File: src/rtl/dispout_pkg.sv
package dispout_pkg;

   typedef enum logic [1:0] {
      SEL_NONE = 2'd0,
      SEL_STAT = 2'd1,
      SEL_DATA = 2'd2
   } dsel_e;

   function automatic logic [15:0] pack_status(input logic rdy, input logic en,
                                               input int rdy_pos, input int en_pos);
      logic [15:0] w;
      w = '0;
      w[rdy_pos] = rdy;
      w[en_pos]  = en;
      return w;
   endfunction

endpackage

File: src/rtl/dispout_decode.sv
module dispout_decode
   import dispout_pkg::*;
#(
   parameter int              ADDR_W    = 16,
   parameter logic [ADDR_W-1:0] STAT_ADDR = 16'hFE04,
   parameter logic [ADDR_W-1:0] DATA_ADDR = 16'hFE06
) (
   input  logic [ADDR_W-1:0] addr,
   input  logic              wr,
   input  logic              rd,
   input  logic              ready,
   output dsel_e             rd_sel,
   output logic              stat_we,
   output logic              data_ld
);
   logic hit_stat;
   logic hit_data;

   assign hit_stat = (addr == STAT_ADDR);
   assign hit_data = (addr == DATA_ADDR);

   always_comb begin
      rd_sel = SEL_NONE;
      if (rd && hit_stat)      rd_sel = SEL_STAT;
      else if (rd && hit_data) rd_sel = SEL_DATA;
   end

   assign stat_we = wr & hit_stat;
   assign data_ld = wr & hit_data & ready;

endmodule

File: src/rtl/dispout_status.sv
module dispout_status (
   input  logic clk,
   input  logic rst_n,
   input  logic stat_we,
   input  logic en_in,
   input  logic data_ld,
   input  logic done,
   output logic ready,
   output logic ie,
   output logic irq
);
   always_ff @(posedge clk or negedge rst_n) begin
      if (!rst_n) begin
         ready <= 1'b1;
      end else if (data_ld) begin
         ready <= 1'b0;
      end else if (done) begin
         ready <= 1'b1;
      end
   end

   always_ff @(posedge clk or negedge rst_n) begin
      if (!rst_n) begin
         ie <= 1'b0;
      end else if (stat_we) begin
         ie <= en_in;
      end
   end

   assign irq = ready & ie;

endmodule

File: src/rtl/dispout_charreg.sv
module dispout_charreg #(
   parameter int CHAR_W = 8
) (
   input  logic              clk,
   input  logic              rst_n,
   input  logic              data_ld,
   input  logic [CHAR_W-1:0] din,
   output logic [CHAR_W-1:0] char_q,
   output logic              valid_q
);
   always_ff @(posedge clk or negedge rst_n) begin
      if (!rst_n) begin
         char_q  <= '0;
         valid_q <= 1'b0;
      end else begin
         valid_q <= data_ld;
         if (data_ld) char_q <= din;
      end
   end

endmodule

File: src/rtl/dispout_port.sv
module dispout_port
   import dispout_pkg::*;
#(
   parameter int                ADDR_W    = 16,
   parameter int                DATA_W    = 16,
   parameter int                CHAR_W    = 8,
   parameter logic [ADDR_W-1:0] STAT_ADDR = 16'hFE04,
   parameter logic [ADDR_W-1:0] DATA_ADDR = 16'hFE06,
   parameter int                RDY_POS   = 15,
   parameter int                EN_POS    = 14,
   parameter bit                RD_REG    = 1'b0
) (
   input  logic              clk,
   input  logic              rst_n,
   input  logic [ADDR_W-1:0] bus_addr,
   input  logic              bus_wr,
   input  logic              bus_rd,
   input  logic [DATA_W-1:0] bus_wdata,
   output logic [DATA_W-1:0] bus_rdata,
   output logic [CHAR_W-1:0] disp_char,
   output logic              disp_valid,
   input  logic              disp_done,
   output logic              irq
);
   localparam int PAD_W = DATA_W - CHAR_W;

   if (CHAR_W > DATA_W || CHAR_W < 1) begin : g_bad_char
      $error("dispout_port: CHAR_W must be 1..DATA_W");
   end
   if (DATA_W != 16) begin : g_bad_data
      $error("dispout_port: status packing assumes a 16-bit word");
   end
   if (RDY_POS == EN_POS || RDY_POS >= DATA_W || EN_POS >= DATA_W) begin : g_bad_pos
      $error("dispout_port: status bit positions invalid");
   end
   if (STAT_ADDR == DATA_ADDR) begin : g_bad_addr
      $error("dispout_port: register addresses collide");
   end

   dsel_e             rd_sel;
   logic              stat_we;
   logic              data_ld;
   logic              ready_q;
   logic              ie_q;
   logic [CHAR_W-1:0] char_q;
   logic [DATA_W-1:0] rd_mux;

   dispout_decode #(
      .ADDR_W   (ADDR_W),
      .STAT_ADDR(STAT_ADDR),
      .DATA_ADDR(DATA_ADDR)
   ) u_dec (
      .addr   (bus_addr),
      .wr     (bus_wr),
      .rd     (bus_rd),
      .ready  (ready_q),
      .rd_sel (rd_sel),
      .stat_we(stat_we),
      .data_ld(data_ld)
   );

   dispout_status u_stat (
      .clk    (clk),
      .rst_n  (rst_n),
      .stat_we(stat_we),
      .en_in  (bus_wdata[EN_POS]),
      .data_ld(data_ld),
      .done   (disp_done),
      .ready  (ready_q),
      .ie     (ie_q),
      .irq    (irq)
   );

   dispout_charreg #(.CHAR_W(CHAR_W)) u_chr (
      .clk    (clk),
      .rst_n  (rst_n),
      .data_ld(data_ld),
      .din    (bus_wdata[CHAR_W-1:0]),
      .char_q (char_q),
      .valid_q(disp_valid)
   );

   assign disp_char = char_q;

   always_comb begin
      unique case (rd_sel)
         SEL_STAT: rd_mux = pack_status(ready_q, ie_q, RDY_POS, EN_POS);
         SEL_DATA: rd_mux = {{PAD_W{1'b0}}, char_q};
         default:  rd_mux = '0;
      endcase
   end

   if (RD_REG) begin : g_rd_flop
      logic [DATA_W-1:0] rdata_q;
      always_ff @(posedge clk or negedge rst_n) begin
         if (!rst_n) rdata_q <= '0;
         else        rdata_q <= rd_mux;
      end
      assign bus_rdata = rdata_q;
   end else begin : g_rd_comb
      assign bus_rdata = rd_mux;
   end

endmodule

File: config.mk
export PLATFORM = sky130hd
export DESIGN_NAME = dispout_port
export DESIGN_NICKNAME = d
export VERILOG_FILES = /design/src/rtl/dispout_pkg.sv /design/src/rtl/dispout_decode.sv /design/src/rtl/dispout_status.sv /design/src/rtl/dispout_charreg.sv /design/src/rtl/dispout_port.sv
export SDC_FILE = /design/constraint.sdc
export NUM_CORES = 1
export LEC_CHECK = 0
export ABC_AREA = 1
export BUFFER_PORTS_ARGS = -buffer_cell sky130_fd_sc_hd__buf_2
export CAP_MARGIN = 25
export CORE_UTILIZATION = 32
export CTS_CLUSTER_SIZE = 24
export DETAILED_ROUTE_END_ITERATION = 12
export GPL_ROUTABILITY_DRIVEN = 0
export PLACE_DENSITY = 0.82
export SETUP_SLACK_MARGIN = 0.5
export SLEW_MARGIN = 40
export SYNTH_ARGS = -nofsm -noshare
export SYNTH_HDL_FRONTEND = slang
export SYNTH_HIERARCHICAL = 1
export SYNTH_SLANG_ARGS = --single-unit
File: constraint.sdc
create_clock -name clk -period 1.2 [get_ports clk]
set_clock_uncertainty 0.1 [all_clocks]
set_input_delay 0.06 -clock clk [delete_from_list [all_inputs] [get_ports clk]]
set_output_delay 0.06 -clock clk [all_outputs]
set_load 0.1 [all_outputs]
== Word-level counts from Yosys, hierarchy flattened ==
Index checks and enable logic that the tools add are counted.

* Bits of input ports: 37
* Register bits after elaboration: 11

* Reductions and logical operators: 3
* Eq/ne operators: 4
* Muxes and demuxes: 5
* Bitwise operators: 4

{| class="wikitable"
|+ Operator list
! kind !! number
|-
| $eq 16x16->1 const B || 2
|-
| $pmux 16 s2 || 1
|-
| $and 1x1->1 || 4
|-
| $mux 2 || 2
|-
| $eq 2x1->1 const B || 1
|-
| $eq 2x2->1 const B || 1
|-
| $logic_and 1x1->1 || 2
|-
| $mux 1 || 2
|-
| $reduce_bool 2->1 || 1
|}

== Logic depth before layout (Yosys ltp) ==
Gate-level depths: netlist (run 1).

* Word-level depth: 6
* Mapped depth: 11
* Gate-level depth less buffers: 10

== By module ==
The synthesis (run 1) kept the hierarchy.

{| class="wikitable"
|+ By module, submodules not included
! module !! cells each !! seq. area each (um^2) !! area each (um^2) !! instances
|-
| dispout_charreg || 35 || 225.2 || 330.3 || 1
|-
| dispout_port || 32 || 0.0 || 161.4 || 1
|-
| dispout_decode || 29 || 0.0 || 113.9 || 1
|-
| dispout_status || 10 || 51.3 || 81.3 || 1
|}

== Least setup slack after synthesis (run 1) ==
OpenSTA, ideal clock, no wires.

* Kind: input to output
* From: in bus_addr[14]
* To: out bus_rdata[14]
* Arrival: 2.104 ns
* Stages: 9
* Slack: -1.064 ns
* Path buffers: 0
* Cell sequence: nand2_1 -> inv_1 -> nand2_1 -> nor2_1 -> nand2_1 -> nor2_1 -> inv_1 -> ha_1 -> nor2_1

{| class="wikitable"
|+ RTL lines
! item !! RTL line !! RTL
|-
| start: declaration || dispout_port.sv:15 || <nowiki>input logic [ADDR_W-1:0] bus_addr,</nowiki>
|-
| $eq 16x16->1 (*) || dispout_decode.sv:19 || <nowiki>assign hit_stat = (addr == STAT_ADDR);</nowiki>
|-
| $logic_and 1x1->1 (*) || dispout_decode.sv:24 || <nowiki>if (rd && hit_stat) rd_sel = SEL_STAT;</nowiki>
|-
| $mux 2 (*) || dispout_decode.sv:24 ||
|-
| via rd_sel[0] || dispout_port.sv:40 || <nowiki>dsel_e rd_sel;</nowiki>
|-
| $eq 2x2->1 or $eq 2x1->1 (tied branches) || dispout_port.sv:86 || <nowiki>unique case (rd_sel)</nowiki>
|-
| $pmux 16 s2 (*) || dispout_port.sv:86 ||
|-
| end: declaration || dispout_port.sv:19 || <nowiki>output logic [DATA_W-1:0] bus_rdata,</nowiki>
|}

Mark *: on every way through the listed nets, which the timed path passes. The rest lies on a longest branch.

== Worst setup path in the final report (run 1) ==
* From: in bus_addr[5]
* To: out bus_rdata[7]

* Cells in the longest elaborated chain, start to end: 6

{| class="wikitable"
|+ RTL lines
! item !! RTL line !! RTL
|-
| $eq 16x16->1 || dispout_decode.sv:20 || <nowiki>assign hit_data = (addr == DATA_ADDR);</nowiki>
|-
| $logic_and 1x1->1 || dispout_decode.sv:25 || <nowiki>else if (rd && hit_data) rd_sel = SEL_DATA;</nowiki>
|-
| $mux 2 || dispout_decode.sv:25 ||
|-
| $mux 2 (*) || dispout_decode.sv:24 ||
|-
| via rd_sel[1] || dispout_port.sv:40 ||
|-
| $eq 2x2->1 or $eq 2x1->1 (tied branches) || dispout_port.sv:86 ||
|-
| $pmux 16 s2 (*) || dispout_port.sv:86 ||
|}

Marked as above.

==> qor.txt, run 1 <==
Critical Path AT: 1.31 ns
Total GRT Usage: 0.1972
Share of cells above drive strength 1: 0.7665
Clk buf depth: 2
Worst-path fanout max: 8
Clock tree from TritonCTS: built
Clock latency on the worst-skew pair: 0.26 ns
IO Pins: 63
Die H: 48.33 um
Layout net count: 207
Finished Layout Cells: 194
Core Region: 1982 um^2
Asr flop ratio synth: 1.000
Yosys top cell area share: 0.3643
Setup_tns: -3.885 ns
Final hold violations: 10
Cell Int Power: 0.5691 mW
Count of clock tree sinks: 11
Post-synth EDFFs: 0
Grt total ovfl: 0
Avg Synthesized Cell Area: 6.480 um^2
Antenna viol nets, final: 0
CTS HTree Levels: 1
Number of vias in the routed layout: 869
DIE WIDTH: 48.33 um
Post-synthesis sequential area ratio: 0.4026
Die area: 2336 um^2
Failing checks: hold timing, setup timing
RSZ-0062 raised after global routing: yes
Worst vdd ir: 0.0004273 V
Dominant cell type by area after synthesis: dfrtp_1
DRT Pass-1 Iters: 3
Dpl hpwl: 1640 um
DP Cell Count: 183
First DRT Iteration DRCs: 4
Slew Limit Fails: 0
Initial antenna violation count: 0
Sequential fraction of design power: 0.449
Net Sw Power: 0.2560 mW
Hold Path Class: in -> reg
Residual DRC: 0
Commonest cells in the netlist: nand2_1 (47), inv_1 (19), nor2_1 (15), dfrtp_1 (10), buf_4 (6)
Crit end category: output pin
Fillers: 100
# setup viols final: 21
Area of the multi-input gates: 480.5 um^2
WL final: 2362 um
Outcome: finished, violations left
Number of global-route vias before repair: 878
Port buffer count: 49
Flop-to-flop setup slack: -0.16 ns
Hold_buf cts: 1
PnR worst setup slack: -0.2722 ns
Diodes inserted: 0
Fin crit share: 1.227
Synth area leaders: dfrtp_1 (36%), nand2_1 (26%), inv_1 (10%)
CTS clk-pin slew, worst paths: 0.07 ns
Top-count cell post-synth: nand2_1
Max Cap Violations: 0
Max Freq: 0.6792 GHz
Vias per cell: 4.479
Synthesized cell area: 686.9 um^2
Wire per inst: 12.18 um
# rows: 16
FF+latch count, synth: 11
First-pass GRT wire length: 3601 um
Initial core utilization: 0.3466
Critical path class: in -> out
Sw Share: 0.3102
Yosys warns: 6
Synth Flop Type: dfrtp_1
Seq. cell area: 310.3 um^2
Root buf cell: clkbuf_4
Worst path required time: 1.04 ns
Comb power frac: 0.248
Leak pwr: 0.7601 nW
Total CTS buffers: 3
Area Growth Syn to Fin: 144.3%
Crit path time final: 1.472 ns
Post-Synthesis Cells: 106
Fin Hold WS: -0.1008 ns
CP Launch Type: primary input
Clock power frac: 0.303
Distinct cells, synth: 13
Pin count of the biggest net entering global routing: 12
Pwr per Cell Area: 491.7 nW/um^2
## stage by stage
stage / instance area [um^2] / util / worst slack, ns / power (mW)
2_1_floorplan: 867.1 / - / -0.2778 / 0.4945
3_3_place_gp: 1409 / 0.7109 / -0.2509 / 0.5397
3_5_place_dp: 1409 / 0.7109 / -0.3206 / 0.5438
4_1_cts: 1592 / 0.8030 / -0.2123 / 0.8187
5_1_grt: 1678 / 0.8466 / -0.3280 / 0.8573
6_report: 1678 / 0.8466 / -0.2722 / 0.8250
## cell families after synthesis
group	after synthesis	synth area share
other	1	0.005459
AND/OR/NAND/NOR	64	0.3570
adder cells (fa/ha/maj)	2	0.03642
flip-flops	11	0.4026
buffers and inverters	28	0.1985
## metal layers
metal  track usage  wire length [um]
met2        0.4085              1413
met4       0.02941                 0
met3       0.05031               141
met1        0.1957               808
met5             0                 0
## cells in the final DEF, fill, tap and decap left out, drive strengths merged
master,Yosys,final
clkbuf,0,4
nand4,1,1
nand2,47,47
buf,8,59
clkinvlp,0,9
dfstp,1,1
dlygate4sd3,0,1
inv,20,11
conb,1,6
nor2,16,16
dfrtp,10,10
ha,2,2
## power groups by stage
stage	logic, mW	clock network [mW]	registers (mW)
after floorplan	0.115	0	0.379
after global placement	0.161	0	0.379
after detailed placement	0.165	0	0.379
after CTS	0.192	0.256	0.370
after global routing	0.215	0.272	0.370
final	0.205	0.250	0.370
## critical path, stage by stage
cell and delay (ns):
buf_6 0.09, nor2_4 0.10, nand2_2 0.07, nor2_1 0.14
nand2_2 0.10, nor2_4 0.14, ha_4 0.25, nand2_2 0.09
clkinvlp_4 0.09, buf_12 0.17
## state kept, by name (all words and copies together), names as in the netlist
| register | flops |
|---|---|
| u_stat/ie | 1 |
| u_stat/ready | 1 |
| u_chr/valid_q | 1 |
| u_chr/char_q | 8 |
## final cells by class
class | count | share of cell area
clock buffer | 4 | 0.01566
sequential | 11 | 0.1849
timing repair buffer | 60 | 0.4265
inverter | 20 | 0.06637
multi-input combinational | 72 | 0.2864
tap | 27 | 0.02013
## repair_timing
action / in CTS / in global routing
gates cloned: 0 / 0
pin swaps: 9 / 14
setup endpoints to repair: 31 / 31
resized for setup: 28 / 23
endpoints found under the hold margin: 21 / 10
buffers inserted: 4 / 2
## path summary, 6_finish.rpt
check                                       end  depth (start not counted)            start
worst max-delay path               bus_rdata[7]                         10      bus_addr[5]
worst min-delay path            u_chr/char_q[5]                          3     bus_wdata[5]
worst max register to register  u_chr/char_q[7]                          7     u_stat/ready
worst min register to register  u_chr/char_q[1]                          2  u_chr/char_q[1]
max in group asynchronous          u_stat/ready                          2            rst_n
min in group asynchronous       u_chr/char_q[0]                          2            rst_n
No activity file was read; power rests on OpenSTA's default activity.
==> run 2: changes to the inputs <==
--- a/config.mk
+++ b/config.mk
@@ -8,10 +8,12 @@
 export ABC_AREA = 1
 export BUFFER_PORTS_ARGS = -buffer_cell sky130_fd_sc_hd__buf_2
 export CAP_MARGIN = 25
+export CORE_MARGIN = 8
 export CORE_UTILIZATION = 32
 export CTS_CLUSTER_SIZE = 24
 export DETAILED_ROUTE_END_ITERATION = 12
 export GPL_ROUTABILITY_DRIVEN = 0
+export MAX_ROUTING_LAYER = met4
 export PLACE_DENSITY = 0.82
 export SETUP_SLACK_MARGIN = 0.5
 export SLEW_MARGIN = 40
==> qor.txt, run 2 (same netlist as run 1, synthesis figures left out) <==
Met2 usage: 0.2419
Dpl hpwl: 2009 um
Die area: 3885 um^2
Layout net count: 202
PnR worst setup slack: -0.3146 ns
Leak pwr: 0.7458 nW
Slowest Stage Delay on Critical Path: 0.22 ns
DIE WIDTH: 62.33 um
Slew Limit Fails: 0
Worst-path fanout max: 8
Fin crit share: 1.262
Flip-flop count of the largest register after layout: 8
Grt peak-use layer: met2
CTS HTree Levels: 1
Post-route cell area: 1564 um^2
Fin Hold WS: -0.1018 ns
Initial antenna violation count: 0
Worst path required time: 1.04 ns
Worst vdd ir: 0.0004587 V
Total GRT Usage: 0.1350
Count of clock tree sinks: 11
IO Pins: 63
Diodes inserted: 0
Die H: 62.33 um
Top reg by flops: u_chr/char_q
Met3 Track Usage GR: 0.04839
Met1 usage: 0.1391
Hold_buf cts: 1
Pwr per Cell Area: 515.6 nW/um^2
Cell Int Power: 0.5569 mW
Failing checks: hold timing, setup timing
Number of global-route vias before repair: 910
Outcome: finished, violations left
Most common cell after layout, fill and taps aside: nand2_1
Area Growth Syn to Fin: 127.7%
Net Sw Power: 0.2495 mW
Sw Share: 0.3094
Comb power frac: 0.237
Clk buf depth: 2
Grt total ovfl: 0
First DRT Iteration DRCs: 12
CP Launch Type: primary input
Residual DRC: 0
Core Region: 2002 um^2
Root buf cell: clkbuf_4
Antenna viol nets, final: 0
DRT Pass-1 Iters: 4
Share of cells above drive strength 1: 0.6728
CTS clk-pin slew, worst paths: 0.08 ns
Reg2Reg Depth: 6
Most common cell on crit path: nand2_2
# setup viols final: 22
Number of vias in the routed layout: 815
WL final: 2406 um
Critical Path AT: 1.35 ns
Max Cap Violations: 0
Max Freq: 0.6602 GHz
First-pass GRT wire length: 4236 um
Initial core utilization: 0.3431
Crit path time final: 1.515 ns
Crit end category: output pin
# rows: 16
Critical path class: in -> out
Clock tree from TritonCTS: built
Hold Path Class: in -> reg
Vias per cell: 4.312
Most frequent cells in the layout: nand2_1 (31), buf_2 (21), buf_12 (20)
Wire per inst: 12.73 um
Final hold violations: 10
Pin count of the biggest net entering global routing: 12
Sequential fraction of design power: 0.459
WHS Path Cells: 3
Clock latency on the worst-skew pair: 0.26 ns
RSZ-0062 raised after global routing: yes
Total CTS buffers: 3
Port buffer count: 49
Cell Chain, Critical Path: buf_6 > nor2_2 > nand2_1 > nor2_1 > nand2_2 > nor2_4 > inv_2 > ha_4 > nand2_2 > clkinvlp_4 > buf_12
Critical-path top delay cell: ha_4
Clock power frac: 0.304
DP Area: 1401 um^2
[run 2: stage by stage]
stage	instances	setup TNS [ns]	util	worst slack (ns)	total power [mW]
detailed placement	182	-3.275	0.7000	-0.3174	0.5422
global route	189	-6.232	0.7813	-0.4296	0.8464
floorplan	111	-2.694	-	-0.2778	0.4945
CTS	188	-3.598	0.7619	-0.2302	0.8094
global placement	182	-2.520	0.7000	-0.2641	0.5385
finish	189	-4.399	0.7813	-0.3146	0.8063
[run 2: worst max-delay path: cells and delay by family]
family | cells | cell delay [ns]
AND/OR/NAND/NOR | 6 | 0.65
buffers and inverters | 4 | 0.41
adder cells (fa/ha/maj) | 1 | 0.22
[run 2: per-layer routing]
metal  wire length [um]  vias up
li1                   -      399
met2               1303       44
met1                938      370
met5                  0        -
met3                154        2
met4                 10        0
[run 2: worst paths after layout]
path                       slack (ns)              end       startpoint
min in group asynchronous        0.09  u_chr/char_q[6]            rst_n
max                             -0.31     bus_rdata[7]      bus_addr[3]
max in group asynchronous        0.65     u_stat/ready            rst_n
max reg2reg                     -0.17  u_chr/char_q[5]     u_stat/ready
min                             -0.10  u_chr/char_q[0]     bus_wdata[0]
min reg2reg                      0.45  u_chr/char_q[7]  u_chr/char_q[7]
[run 2: repair_timing]
item | CTS | global route
resized for setup | 17 | 10
setup endpoints to repair | 31 | 31
pin swaps | 9 | 4
endpoints found under the hold margin | 21 | 10
setup buffers | 1 | 1
[run 2: power groups by stage]
stage	Sequential (mW)	Clock (mW)	Combinational (mW)
floorplan	0.379	0	0.115
global placement	0.379	0	0.160
detailed placement	0.379	0	0.163
CTS	0.370	0.255	0.184
global route	0.370	0.274	0.203
finish	0.370	0.245	0.191
[run 2: area by class of cell]
type / count / area, um^2
fillers: 145 / 437.9
clock buffers: 3 / 22.52
inverters: 20 / 113.9
clock inverters: 1 / 5.005
flip-flops and latches: 11 / 310.3
multi-input cells: 72 / 427.9
well taps: 27 / 33.78
repair buffers: 55 / 650.6
